$ cat src/rtl/usbirq_pkg.sv
// Package: shared widths and bit positions for the USB interrupt status controller.
// Assumes a 16-bit register word. Status flags occupy bits 15:8, and the
// endpoint number and direction occupy the low byte.
package usbirq_pkg;
    localparam int WORD_W      = 16;
    localparam int EVT_N       = 7;   // hardware event flags, bits 14:8
    localparam int EVT_LSB     = 8;   // status bit of evt_i[0]
    localparam int MASK_W      = 8;   // enable bits 15:8
    localparam int ID_W        = 4;   // endpoint number field width
    localparam int RST_EVT_IDX = 2;   // event index of the bus-reset flag (bit 10)
    localparam int CTL_FRES    = 0;
    localparam int CTL_PDWN    = 1;

    typedef logic [WORD_W-1:0] word_t;
endpackage

$ cat src/rtl/usbirq_sticky_bank.sv
// Sticky event flags: one set-dominant flip-flop per hardware event.
// Assumes set_i are single-cycle pulses (a held level just keeps the flag set).
// clr_i is already qualified by the register write, one strobe per flag.
module usbirq_sticky_bank #(
    parameter int N = 7
) (
    input  logic         clk,
    input  logic         rst_n,
    input  logic [N-1:0] set_i,
    input  logic [N-1:0] clr_i,
    output logic [N-1:0] bits_o
);
    logic [N-1:0] bits_q;

    for (genvar g = 0; g < N; g++) begin : g_flag
        // Set wins over clear so an event arriving with a clear is kept.
        always_ff @(posedge clk) begin
            if (!rst_n)
                bits_q[g] <= 1'b0;
            else if (set_i[g])
                bits_q[g] <= 1'b1;
            else if (clr_i[g])
                bits_q[g] <= 1'b0;
        end


        set_holds_chk: assert property (@(posedge clk) disable iff (!rst_n)
            set_i[g] |=> bits_q[g]);

        clr_drops_chk: assert property (@(posedge clk) disable iff (!rst_n)
            (clr_i[g] && !set_i[g]) |=> !bits_q[g]);

        idle_keeps_chk: assert property (@(posedge clk) disable iff (!rst_n)
            (!clr_i[g] && !set_i[g]) |=> $stable(bits_q[g]));
    end

    assign bits_o = bits_q;
endmodule

$ cat src/rtl/usbirq_ep_track.sv
// Per-endpoint completion tracking. It keeps one pending flag and one captured
// direction per endpoint, and picks the lowest-numbered pending endpoint.
// Assumes 2 <= NUM_EP <= 2**ID_W. Completion wins over a same-cycle clear.
module usbirq_ep_track #(
    parameter int NUM_EP = 8,
    parameter int ID_W   = 4
) (
    input  logic              clk,
    input  logic              rst_n,
    input  logic [NUM_EP-1:0] done_i,
    input  logic [NUM_EP-1:0] dir_out_i,
    input  logic [NUM_EP-1:0] clr_i,
    output logic              any_o,
    output logic [ID_W-1:0]   id_o,
    output logic              dir_o
);
    localparam int IDX_W = $clog2(NUM_EP);

    logic [NUM_EP-1:0] pend_q;
    logic [NUM_EP-1:0] dir_q;

    for (genvar g = 0; g < NUM_EP; g++) begin : g_ep
        // Pending flag: completion sets, clear input drops it.
        always_ff @(posedge clk) begin
            if (!rst_n)
                pend_q[g] <= 1'b0;
            else if (done_i[g])
                pend_q[g] <= 1'b1;
            else if (clr_i[g])
                pend_q[g] <= 1'b0;
        end

        // Direction capture on each completion.
        always_ff @(posedge clk) begin
            if (!rst_n)
                dir_q[g] <= 1'b0;
            else if (done_i[g])
                dir_q[g] <= dir_out_i[g];
        end


        done_pends_chk: assert property (@(posedge clk) disable iff (!rst_n)
            done_i[g] |=> pend_q[g]);

        clr_unpends_chk: assert property (@(posedge clk) disable iff (!rst_n)
            (clr_i[g] && !done_i[g]) |=> !pend_q[g]);
    end

    // Lowest pending endpoint: scan downward so the smallest index is kept.
    always_comb begin
        id_o  = '0;
        dir_o = 1'b0;
        for (int i = NUM_EP - 1; i >= 0; i--) begin
            if (pend_q[i]) begin
                id_o  = ID_W'(i);
                dir_o = dir_q[i];
            end
        end
    end

    assign any_o = |pend_q;


    id_is_pending_chk: assert property (@(posedge clk) disable iff (!rst_n)
        any_o |-> pend_q[id_o[IDX_W-1:0]]);

    idle_id_zero_chk: assert property (@(posedge clk) disable iff (!rst_n)
        !any_o |-> (id_o == '0 && !dir_o));
endmodule

$ cat src/rtl/usbirq_ctrl_reg.sv
// Control register: enable bits for status flags 15:8 plus force-reset and
// power-down mode bits. Unimplemented positions read as zero.
// Assumes wr_i is already qualified with the control register select.
module usbirq_ctrl_reg
    import usbirq_pkg::*;
(
    input  logic              clk,
    input  logic              rst_n,
    input  logic              wr_i,
    input  logic [MASK_W-1:0] mask_wdata_i,
    input  logic [1:0]        mode_wdata_i,
    output logic [MASK_W-1:0] mask_o,
    output logic              fres_o,
    output logic              pdwn_o,
    output word_t             rdata_o
);
    logic [MASK_W-1:0] mask_q;
    logic [1:0]        mode_q;

    // Store enable and mode bits on a control write.
    always_ff @(posedge clk) begin
        if (!rst_n) begin
            mask_q <= '0;
            mode_q <= '0;
        end else if (wr_i) begin
            mask_q <= mask_wdata_i;
            mode_q <= mode_wdata_i;
        end
    end

    assign mask_o  = mask_q;
    assign fres_o  = mode_q[CTL_FRES];
    assign pdwn_o  = mode_q[CTL_PDWN];
    assign rdata_o = {mask_q, 6'b0, mode_q};


    ctl_readback_chk: assert property (@(posedge clk) disable iff (!rst_n)
        wr_i |=> rdata_o == {$past(mask_wdata_i), 6'b0, $past(mode_wdata_i)});

    ctl_hold_chk: assert property (@(posedge clk) disable iff (!rst_n)
        !wr_i |=> $stable(rdata_o));
endmodule

$ cat src/rtl/usbirq_ctrl.sv
// Top: USB device interrupt status controller. It combines the sticky event
// flags, the endpoint tracker and the control register into a 16-bit status
// word and the request lines. Assumes a 1-bit register address
// (0 control, 1 status), combinational reads, and writes taking effect at the
// next edge.
module usbirq_ctrl
    import usbirq_pkg::*;
#(
    parameter int NUM_EP = 8
) (
    input  logic              clk,
    input  logic              rst_n,
    input  logic              reg_wr_i,
    input  logic              reg_addr_i,
    input  logic [15:0]       reg_wdata_i,
    output logic [15:0]       reg_rdata_o,
    input  logic [6:0]        evt_i,
    input  logic [NUM_EP-1:0] ep_done_i,
    input  logic [NUM_EP-1:0] ep_dir_out_i,
    input  logic [NUM_EP-1:0] ep_clr_i,
    output logic              irq_o,
    output logic              ep_irq_o,
    output logic              core_reset_o,
    output logic              xcvr_disconnect_o
);
    logic              wr_stat;
    logic              wr_ctl;
    logic [EVT_N-1:0]  evt_set;
    logic [EVT_N-1:0]  evt_clr;
    logic [EVT_N-1:0]  sticky;
    logic              ep_any;
    logic [ID_W-1:0]   ep_id;
    logic              ep_dir;
    logic [MASK_W-1:0] mask;
    logic              fres;
    logic              pdwn;
    word_t             ctl_rdata;
    word_t             status_w;
    logic [MASK_W-1:0] flags;
    logic              unused_wbits;

    assign wr_stat = reg_wr_i && reg_addr_i;
    assign wr_ctl  = reg_wr_i && !reg_addr_i;

    // Event set vector: force-reset keeps re-raising the bus-reset flag.
    always_comb begin
        evt_set = evt_i;
        evt_set[RST_EVT_IDX] = evt_i[RST_EVT_IDX] | fres;
    end

    // Write-zero-to-clear strobes for the sticky flags.
    always_comb begin
        evt_clr = '0;
        if (wr_stat)
            evt_clr = ~reg_wdata_i[EVT_LSB +: EVT_N];
    end

    usbirq_sticky_bank #(.N(EVT_N)) sticky_i (
        .clk    (clk),
        .rst_n  (rst_n),
        .set_i  (evt_set),
        .clr_i  (evt_clr),
        .bits_o (sticky)
    );

    usbirq_ep_track #(.NUM_EP(NUM_EP), .ID_W(ID_W)) ep_i (
        .clk       (clk),
        .rst_n     (rst_n),
        .done_i    (ep_done_i),
        .dir_out_i (ep_dir_out_i),
        .clr_i     (ep_clr_i),
        .any_o     (ep_any),
        .id_o      (ep_id),
        .dir_o     (ep_dir)
    );

    usbirq_ctrl_reg ctl_i (
        .clk          (clk),
        .rst_n        (rst_n),
        .wr_i         (wr_ctl),
        .mask_wdata_i (reg_wdata_i[15:8]),
        .mode_wdata_i (reg_wdata_i[1:0]),
        .mask_o       (mask),
        .fres_o       (fres),
        .pdwn_o       (pdwn),
        .rdata_o      (ctl_rdata)
    );

    // Status word assembly and read multiplexer.
    assign status_w    = {ep_any, sticky, 3'b000, ep_dir, ep_id};
    assign reg_rdata_o = reg_addr_i ? status_w : ctl_rdata;

    // Request lines and mode outputs.
    assign flags             = status_w[15:8];
    assign irq_o             = |(flags & mask);
    assign ep_irq_o          = ep_any;
    assign core_reset_o      = fres;
    assign xcvr_disconnect_o = pdwn;

    assign unused_wbits = ^reg_wdata_i[7:2];


    irq_holds_chk: assert property (@(posedge clk) disable iff (!rst_n)
        (irq_o && !reg_wr_i && ep_clr_i == '0) |=> irq_o);

    ro_fields_chk: assert property (@(posedge clk) disable iff (!rst_n)
        (wr_stat && ep_done_i == '0 && ep_clr_i == '0)
        |=> ($stable(status_w[15]) && $stable(status_w[4:0])));

    fres_rst_flag_chk: assert property (@(posedge clk) disable iff (!rst_n)
        core_reset_o |=> status_w[10]);

    ep_irq_unmasked_chk: assert property (@(posedge clk) disable iff (!rst_n)
        (status_w[15] && !mask[7]) |-> (ep_irq_o && !(irq_o && flags[6:0] == '0)));
endmodule

$ cat config.mk
export PLATFORM = sky130hd
export DESIGN_NAME = usbirq_ctrl
export DESIGN_NICKNAME = d
export VERILOG_FILES = /design/src/rtl/usbirq_pkg.sv /design/src/rtl/usbirq_sticky_bank.sv /design/src/rtl/usbirq_ep_track.sv /design/src/rtl/usbirq_ctrl_reg.sv /design/src/rtl/usbirq_ctrl.sv
export SDC_FILE = /design/constraint.sdc
export NUM_CORES = 1
export LEC_CHECK = 0
export ABC_CLOCK_PERIOD_IN_PS = 3510
export BUFFER_PORTS_ARGS = -buffer_cell sky130_fd_sc_hd__clkbuf_2
export CAP_MARGIN = 20
export CORE_AREA = 2 2 59 75
export CTS_CLUSTER_DIAMETER = 200
export CTS_CLUSTER_SIZE = 8
export DETAILED_ROUTE_END_ITERATION = 8
export DIE_AREA = 0 0 61 77
export PLACE_DENSITY = 0.8
export SKIP_CTS_REPAIR_TIMING = 1
export SLEW_MARGIN = 10
export SYNTH_ARGS = -nofsm -noshare
export SYNTH_HDL_FRONTEND = slang
export SYNTH_HIERARCHICAL = 1
export SYNTH_SLANG_ARGS = --single-unit
$ cat constraint.sdc
create_clock -name clk -period 3.51 [get_ports clk]
set_input_delay 0.351 -clock clk [delete_from_list [all_inputs] [get_ports clk]]
set_output_delay 0.351 -clock clk [all_outputs]
set_load 0.01 [all_outputs]
==> results.cfg, run 1 <==
[synthesis]
synthCells = 182
syn_area_per_cell_um2 = 9.652
syn_area_mm2 = 0.001757
ys_warn_count = 6
synth_cell_types = 27
ys_seq_area_frac = 0.3761
synth-seq-cells = 33
synth_top_area_cell = dfxtp_1
synth_area_leaders = dfxtp_1 (38%), nor2b_1 (11%), mux2i_1 (10%)
synth_top_area_share = 0.3761

[floorplan]
io_pins = 71
initial_core_util = 0.4390
die_w_um = 61
die_area_mm2 = 0.004697
core_mm2 = 0.004001
fp.dieH_um = 77
core.rowCount = 26

[drt]
routedWlPerCell_um = 11.63
vias_per_cell = 4.576
dr_total_vias = 1327
wirelength_um = 3373
dr.pass1.iters = 4
ant_nets = 0
drt-initial-drc-count = 30
drc = 0

[outcome]
outcome = finished, final reports clean

[grt]
grt_max_degree = 34
grt_pass1_wl_um = 5368
grt-ovfl-total = 0
antenna_found_initial = 0
grt_pass1_vias = 1266
globalRouteTotalUtil = 0.1509

[power_and_ir_drop]
ir_worst_vdd_v = 0.0002395
seq_power_share = 0.446
p_int_mw = 0.7088
total_leakage_power_nw = 0.9675
p_sw_frac = 0.2399
pwr-share-comb = 0.157
finalPower_mw = 0.9325
power.share.clock = 0.397
switchingPower_mw = 0.2237
cellPowerDensity_mw_per_mm2 = 446.0

[final_layout]
fin_area_mm2 = 0.002091
mostFrequentLayoutCells = clkbuf_2 (60), dfxtp_1 (33), nor2b_1 (32)
fin_cells = 290
drive_gt1_frac = 0.3718
multiInputGateArea_um2 = 928.4
register_area_um2 = 660.6
syn_to_final_growth_pct = 19.02
fillers = 395
final_common_cell = clkbuf_2
fin_nets = 284
antenna_cells = 0
fin_util = 0.5225

[timing]
relSlewSlack = 0.6163
finalHoldViolations = 0
worst_slew_pin_slew_ns = 0.5755
rsz0062_at_grt = false
fin_setup_tns_ns = 0
post-route-period-util = 0.5830
holdWs_ns = 0.2722
setup_ws_ns = 1.464
fmax_ghz = 0.4887
setup_violations = 0
finClkSkew_ns = 0.0005314
final_max_slew_viol_count = 0
fin_crit_ns = 2.046

[placement]
dp_slack_ns = 1.713
dp_hpwl_um = 2526
place_inst = 282
dpl-instance-area_mm2 = 0.001971
port_buffers = 60
gp_congestion = 0.7838

[clocking]
clock-root-buffer = clkbuf_8
cts_sinks = 33
tritoncts = done
clk_pin_slew_worst_paths_ns = 0.08
clock_latency_ns = 0.28
htree_levels = 2
numCtsBuffers = 5
ctsLongestPathBuffers = 2

[worst_setup_path]
start_kind = flop
arrival_ns = 1.70
rrSetupSlack_ns = 2.58
cp.required_ns = 3.16
crit_type = flop to output port
critPathLaunch = ep_i/pend_q[6]
reg2regPathDepth = 2
timing.rr.start = ctl_i/mode_q[0]
setup.worst_path.end_class = output port
reg2reg_to = sticky_i/bits_o[2]
crit_fanout = 6

[hold_path]
min_to = sticky_i/bits_o[5]
whs_path_depth = 2
worstHoldStart = evt_i[5]
hp-class = primary input to flop

[flow_run]
cap_violations = 0
synth_stat cells:
cell       n
nand2_1    6
dfxtp_1   33
buf_4     17
conb_1     2
nor4_1     1
nor2b_1   32
inv_1      3
mux2i_1   18
buf_2      1
o21ai_0    2
nand4_1    1
buf_12     1
o21bai_1   1
and2b_2    4
o211ai_2   1
a31oi_1    1
nand2b_1   1
nor2_1    14
a21boi_0   1
o21a_1    15
nand3_1    2
mux2_4     5
buf_6      2
a21oi_1    5
mux2_2     8
a22oi_1    4
or2_2      1
state kept, by name, indices dropped and copies added, names as in the netlist:
register / count
ctl_i/mode_q: 2
ctl_i/mask_o: 8
sticky_i/bits_o: 7
ep_i/pend_q: 8
ep_i/dir_q: 8
worst max-delay path by stage:
stage          endpoint  slack [ns]  depth (start not counted)
4_1_cts           irq_o        1.41                          5
5_1_grt           irq_o        1.22                          5
3_3_place_gp      irq_o        1.75                          5
3_5_place_dp      irq_o        1.71                          5
2_1_floorplan     irq_o        1.97                          4
6_report          irq_o        1.46                          5
per-layer routing:
| layer | track usage | vias to the layer above | routed length [µm] |
|---|---|---|---|
| met1 | 0.1789 | 593 | 1496 |
| li1 | - | 691 | - |
| met5 | 0 | - | 0 |
| met2 | 0.2538 | 41 | 1701 |
| met4 | 0.05217 | 0 | 17 |
| met3 | 0.04047 | 2 | 158 |
final cells by class:
| class | count | share of cell area |
|---|---|---|
| Tap cell | 56 | 0.03351 |
| Multi-Input combinational cell | 130 | 0.4440 |
| Inverter | 3 | 0.005386 |
| Clock inverter | 2 | 0.01795 |
| Sequential cell | 33 | 0.3160 |
| Timing Repair Buffer | 60 | 0.1436 |
| Clock buffer | 6 | 0.03950 |
kinds of logic (layout without fill, tap and decap cells):
family	after synthesis	after routing	synth area share
compound gates	30	30	0.1204
other cells	2	7	0.004275
mux	31	31	0.1966
simple gates	62	62	0.1966
buf+inv	24	71	0.1061
flops	33	33	0.3761
power groups by stage:
stage	clock, mW	combinational (mW)	sequential [mW]
3_5_place_dp	0	0.147	0.423
4_1_cts	0.378	0.149	0.415
6_report	0.370	0.146	0.416
5_1_grt	0.396	0.162	0.418
2_1_floorplan	0	0.109	0.419
3_3_place_gp	0	0.146	0.423
worst max-delay path: stages (launching register included):
cell	delay, ns
dfxtp_1	0.35
nor4_1	0.40
nand3_1	0.21
a22oi_1	0.20
nand4_1	0.11
clkbuf_2	0.15
Note: power is estimated with default switching activity, not from simulation.
==> run 2, diff against run 1 <==
--- a/config.mk
+++ b/config.mk
@@ -5,15 +5,15 @@
 export SDC_FILE = /design/constraint.sdc
 export NUM_CORES = 1
 export LEC_CHECK = 0
-export ABC_CLOCK_PERIOD_IN_PS = 3510
+export ABC_CLOCK_PERIOD_IN_PS = 1700
 export BUFFER_PORTS_ARGS = -buffer_cell sky130_fd_sc_hd__clkbuf_2
 export CAP_MARGIN = 20
-export CORE_AREA = 2 2 59 75
+export CORE_AREA = 2 2 61 77
 export CTS_CLUSTER_DIAMETER = 200
 export CTS_CLUSTER_SIZE = 8
 export DETAILED_ROUTE_END_ITERATION = 8
-export DIE_AREA = 0 0 61 77
-export PLACE_DENSITY = 0.8
+export DIE_AREA = 0 0 63 79
+export PLACE_DENSITY = 0.79
 export SKIP_CTS_REPAIR_TIMING = 1
 export SLEW_MARGIN = 10
 export SYNTH_ARGS = -nofsm -noshare
==> constraint.sdc (replaced) <==
create_clock -name clk -period 1.7 [get_ports clk]
set_input_delay 0.17 -clock clk [delete_from_list [all_inputs] [get_ports clk]]
set_output_delay 0.17 -clock clk [all_outputs]
set_load 0.01 [all_outputs]
==> results.cfg, run 2 (synthesis results as in run 1) <==
[drt]
dr_wl_met3_um = 175
routedWlPerCell_um = 11.99
route.met2.wl_um = 1786
dr.pass1.iters = 2
drc = 0
wirelength_um = 3560
ant_nets = 0
dr_total_vias = 1385
wirelength_met1_um = 1546
drt-initial-drc-count = 9
vias_per_cell = 4.663
dr.max_layer_used = met4

[final_layout]
multiInputGateArea_um2 = 972.2
fillers = 439
drive_gt1_frac = 0.4268
mostFrequentLayoutCells = clkbuf_2 (58), nor2b_1 (32), dfxtp_1 (31)
antenna_cells = 0
register_area_um2 = 663.1
syn_to_final_growth_pct = 23.79
fin_cells = 297
fin_util = 0.5069
fin_nets = 289
final_common_cell = clkbuf_2

[timing]
fmax_ghz = 0.5824
final_max_slew_viol_count = 0
finClkSkew_ns = 0.0002032
relSlewSlack = 0.6223
worst_slew_pin_slew_ns = 0.5665
rsz0062_at_grt = true
setup_ws_ns = -0.01700
fin_crit_ns = 1.717
post-route-period-util = 1.010
finalHoldViolations = 0
setup_violations = 3

[clocking]
clock-root-buffer = clkbuf_8
clock_latency_ns = 0.28
clk_pin_slew_worst_paths_ns = 0.07
ctsLongestPathBuffers = 2
tritoncts = done
cts_sinks = 33
numCtsBuffers = 5
htree_levels = 2

[placement]
port_buffers = 60
place_inst = 288
gp_congestion = 0.7444
dp_hpwl_um = 2704

[outcome]
violations = negative setup slack
outcome = finished, violations left

[power_and_ir_drop]
cellPowerDensity_mw_per_mm2 = 847.2
total_leakage_power_nw = 1.008
ir_worst_vdd_v = 0.0004832
finalPower_mw = 1.842

[floorplan]
initial_core_util = 0.4094
fp.dieH_um = 79
die_area_mm2 = 0.004977
core.rowCount = 27
die_w_um = 63
core_mm2 = 0.004290
io_pins = 71

[grt]
grt_pass1_vias = 1422
globalRouteTotalUtil = 0.1496
antenna_found_initial = 0
grt-ovfl-total = 0
grt_max_degree = 34
grt_pass1_wl_um = 5906

[hold_path]
hp-class = primary input to flop
worstHoldStart = evt_i[3]

[worst_setup_path]
start_kind = flop
cp.required_ns = 1.53
arrival_ns = 1.55
setup.worst_path.end_class = output port
timing.rr.start = ctl_i/mode_q[0]
crit_fanout = 5
critPathLaunch = ep_i/pend_q[6]
crit_type = flop to output port

[flow_run]
cap_violations = 0
run 2: changes by cell type in the layout (fill, tap and decap cells not counted), moves of 2 or more:
cell	before	now
buf_4	0	4
nor2_2	0	2
dfxtp_2	0	2
buf_6	0	3
mux2_2	8	6
dfxtp_1	33	31
clkbuf_2	60	58
nor2_1	14	12
a21oi_1	5	3
mux2_4	5	7
a21oi_2	0	2
run 2: where the power goes:
| group | total (mW) | leakage (nW) | switching, mW | internal [mW] |
|---|---|---|---|---|
| logic | 0.339 | 0.680 | 0.149 | 0.190 |
| registers | 0.860 | 0.274 | 0.0379 | 0.822 |
| clock network | 0.643 | 0.0542 | 0.277 | 0.366 |
run 2: cell type report:
type,count,share of cell area
clock inverters,1,0.002301
clock buffers,7,0.04430
inverters,3,0.005178
well taps,58,0.03337
flip-flops and latches,33,0.3049
repair buffers,65,0.1628
multi-input cells,130,0.4471
run 2: metrics by stage:
step                      hold WS (ns)  area [µm²]  setup TNS (ns)  setup slack, ns
final                          0.09160        2175        -0.04846         -0.01700
after global routing           0.08385        2175         -0.4519          -0.1560
after CTS                      0.08071        2105         -0.4942          -0.2092
after detailed placement        0.3818        2003               0           0.1221
after global placement          0.3788        2003               0           0.1278
after floorplan                 0.2875        1775               0           0.3448
run 2: worst paths after layout:
check,end,slack (ns),cells past startpoint
worst max-delay path,reg_rdata_o[4],-0.02,7
worst min-delay path,sticky_i/bits_o[3],0.09,2
worst max register to register,sticky_i/bits_o[2],0.78,2
worst min register to register,ep_i/dir_q[6],0.52,2
run 2: layer usage:
layer,vias to the layer above,track usage
met5,-,0
li1,704,-
met4,0,0.06667
met2,36,0.2766
met1,641,0.1572
met3,4,0.03966
run 2: critical path: stages (launching register included):
cell	delay (ns)
dfxtp_2	0.33
buf_6	0.12
buf_4	0.12
o211ai_2	0.14
nand3_1	0.10
a31oi_1	0.18
mux2_4	0.17
buf_6	0.10
==> run 3, diff against run 2 <==
--- a/config.mk
+++ b/config.mk
@@ -5,15 +5,16 @@
 export SDC_FILE = /design/constraint.sdc
 export NUM_CORES = 1
 export LEC_CHECK = 0
+export ABC_AREA = 1
 export ABC_CLOCK_PERIOD_IN_PS = 1700
 export BUFFER_PORTS_ARGS = -buffer_cell sky130_fd_sc_hd__clkbuf_2
 export CAP_MARGIN = 20
-export CORE_AREA = 2 2 61 77
+export CORE_AREA = 2 2 61 78
 export CTS_CLUSTER_DIAMETER = 200
 export CTS_CLUSTER_SIZE = 8
 export DETAILED_ROUTE_END_ITERATION = 8
-export DIE_AREA = 0 0 63 79
-export PLACE_DENSITY = 0.79
+export DIE_AREA = 0 0 63 80
+export PLACE_DENSITY = 0.8
 export SKIP_CTS_REPAIR_TIMING = 1
 export SLEW_MARGIN = 10
 export SYNTH_ARGS = -nofsm -noshare
==> results.cfg, run 3 <==
[outcome]
outcome = finished, final reports clean

[worst_setup_path]
crit_fanout = 4
rrSetupSlack_ns = 0.85
crit_type = flop to output port
critPathMaxStageDelay_ns = 0.33
path_cells = or2_1 -> nor3_2 -> nand2_1 -> nand2_1 -> nand2_1 -> nor2_1 -> nand2_1 -> clkbuf_2
timing.rr.start = ctl_i/mode_q[0]
path_common_cell = nand2_1
arrival_ns = 1.50
critPathLaunch = ep_i/pend_q[7]
setup.worst_path.end_class = output port
reg2reg_to = sticky_i/bits_o[2]
start_kind = flop
critPathSlowestCell = dfxtp_2
reg2regPathDepth = 3
cp.required_ns = 1.53

[drt]
dr.pass1.iters = 4
ant_nets = 0
wirelength_um = 3847
dr_total_vias = 1726
drt-initial-drc-count = 72
routedWlPerCell_um = 9.475
vias_per_cell = 4.251
drc = 0

[grt]
grt-ovfl-total = 0
globalRouteTotalUtil = 0.1629
grt_max_degree = 21
antenna_found_initial = 0
grt_pass1_wl_um = 6568
grt_pass1_vias = 1529

[power_and_ir_drop]
ir_worst_vdd_v = 0.0003591
cellPowerDensity_mw_per_mm2 = 814.9
power.share.clock = 0.326
total_leakage_power_nw = 1.184
pwr-share-comb = 0.185
switchingPower_mw = 0.4870
p_int_mw = 1.295
p_sw_frac = 0.2733
seq_power_share = 0.489

[timing]
fmax_ghz = 0.5980
setup_violations = 0
fin_crit_ns = 1.672
holdWs_ns = 0.09917
final_max_slew_viol_count = 0
setup_ws_ns = 0.02780
finClkSkew_ns = 0.00001468
rsz0062_at_grt = true
post-route-period-util = 0.9836
finalHoldViolations = 0

[hold_path]
whs_path_depth = 2
worstHoldStart = ep_done_i[1]
min_to = ep_i/dir_q[1]
hp-class = primary input to flop

[final_layout]
fin_cells = 406
fillers = 482
drive_gt1_frac = 0.2500
register_area_um2 = 664.4
final_common_cell = nand2_1
antenna_cells = 0
syn_to_final_growth_pct = 19.40
fin_nets = 399
mostFrequentLayoutCells = nand2_1 (71), clkbuf_2 (59), inv_1 (58)
multiInputGateArea_um2 = 808.3

[clocking]
tritoncts = done
clock_latency_ns = 0.27
cts_sinks = 33
numCtsBuffers = 5
ctsLongestPathBuffers = 2
clk_pin_slew_worst_paths_ns = 0.06
clock-root-buffer = clkbuf_8
htree_levels = 2

[floorplan]
io_pins = 71
die_area_mm2 = 0.005040
fp.dieH_um = 80
core.rowCount = 27
initial_core_util = 0.4269
core_mm2 = 0.004290
die_w_um = 63

[placement]
port_buffers = 60
gp_congestion = 0.8088
place_inst = 397
dp_hpwl_um = 3010
dp_slack_ns = 0.2309

[synthesis]
synth_top_area_share = 0.3607
synth_top_area_cell = dfxtp_1
ys_seq_area_frac = 0.3607
syn_area_per_cell_um2 = 6.209
synth_edf_count = 0
yosysMostFrequentCell = nand2_1
ys.flop_type = dfxtp_1
synthCells = 295
syn_area_mm2 = 0.001832
ys_warn_count = 6
synth_commonest_cells = nand2_1 (71), inv_1 (59), nor2_1 (54), dfxtp_1 (33), o21ai_0 (21)
synth_area_leaders = dfxtp_1 (36%), nand2_1 (15%), inv_1 (12%)
async_flop_share = 0
synth_cell_types = 20
synth-seq-cells = 33

[flow_run]
cap_violations = 0
[run 3: cell families (layout without fill, tap and decap cells)]
kind of cell	after synthesis	in the layout	share of synthesized area
buffers and inverters	83	131	0.2138
and+or+nand+nor	133	133	0.2821
other	2	7	0.004100
DFF	33	33	0.3607
AOI/OAI and AO/OA	44	44	0.1393
[run 3: area by class of cell]
cell class,count,area share
flip-flops and latches,33,0.3038
multi-input cells,184,0.3696
repair buffers,64,0.1510
well taps,58,0.03318
inverters,60,0.1030
clock buffers,7,0.03947
[run 3: power groups by stage]
stage	logic [mW]	clock network, mW	registers, mW
after CTS	0.326	0.603	0.870
after detailed placement	0.325	0	0.887
final	0.330	0.581	0.871
after global routing	0.383	0.639	0.879
after floorplan	0.237	0	0.877
after global placement	0.319	0	0.884
[run 3: layer usage]
layer	global-route usage	vias to the layer above	part of all wire	wire, µm
met4	0.05333	0	0.0078	30
met1	0.1866	717	0.43	1671
met3	0.05360	4	0.069	265
li1	-	952	-	-
met2	0.2840	53	0.49	1880
met5	0	-	0	0
[run 3: stage by stage]
step	instance area, µm²	setup TNS (ns)	power (mW)	util
finish	2187	0	1.782	0.5098
global route	2187	-0.2768	1.901	0.5098
CTS	2158	-0.07486	1.799	0.5031
detailed placement	2072	0	1.212	0.4829
global placement	2072	0	1.203	0.4829
floorplan	1851	0	1.114	-
[run 3: how the worst max path moves through the flow]
stage	end	slack, ns
2_1_floorplan	irq_o	0.37
3_3_place_gp	irq_o	0.26
3_5_place_dp	irq_o	0.23
4_1_cts	irq_o	-0.07
5_1_grt	irq_o	-0.12
6_report	irq_o	0.03
[run 3: worst max-delay path, delay by kind of cell (launching register included)]
family | cells | cell delay [ns]
flops | 1 | 0.33
simple gates | 7 | 0.78
buf+inv | 1 | 0.12
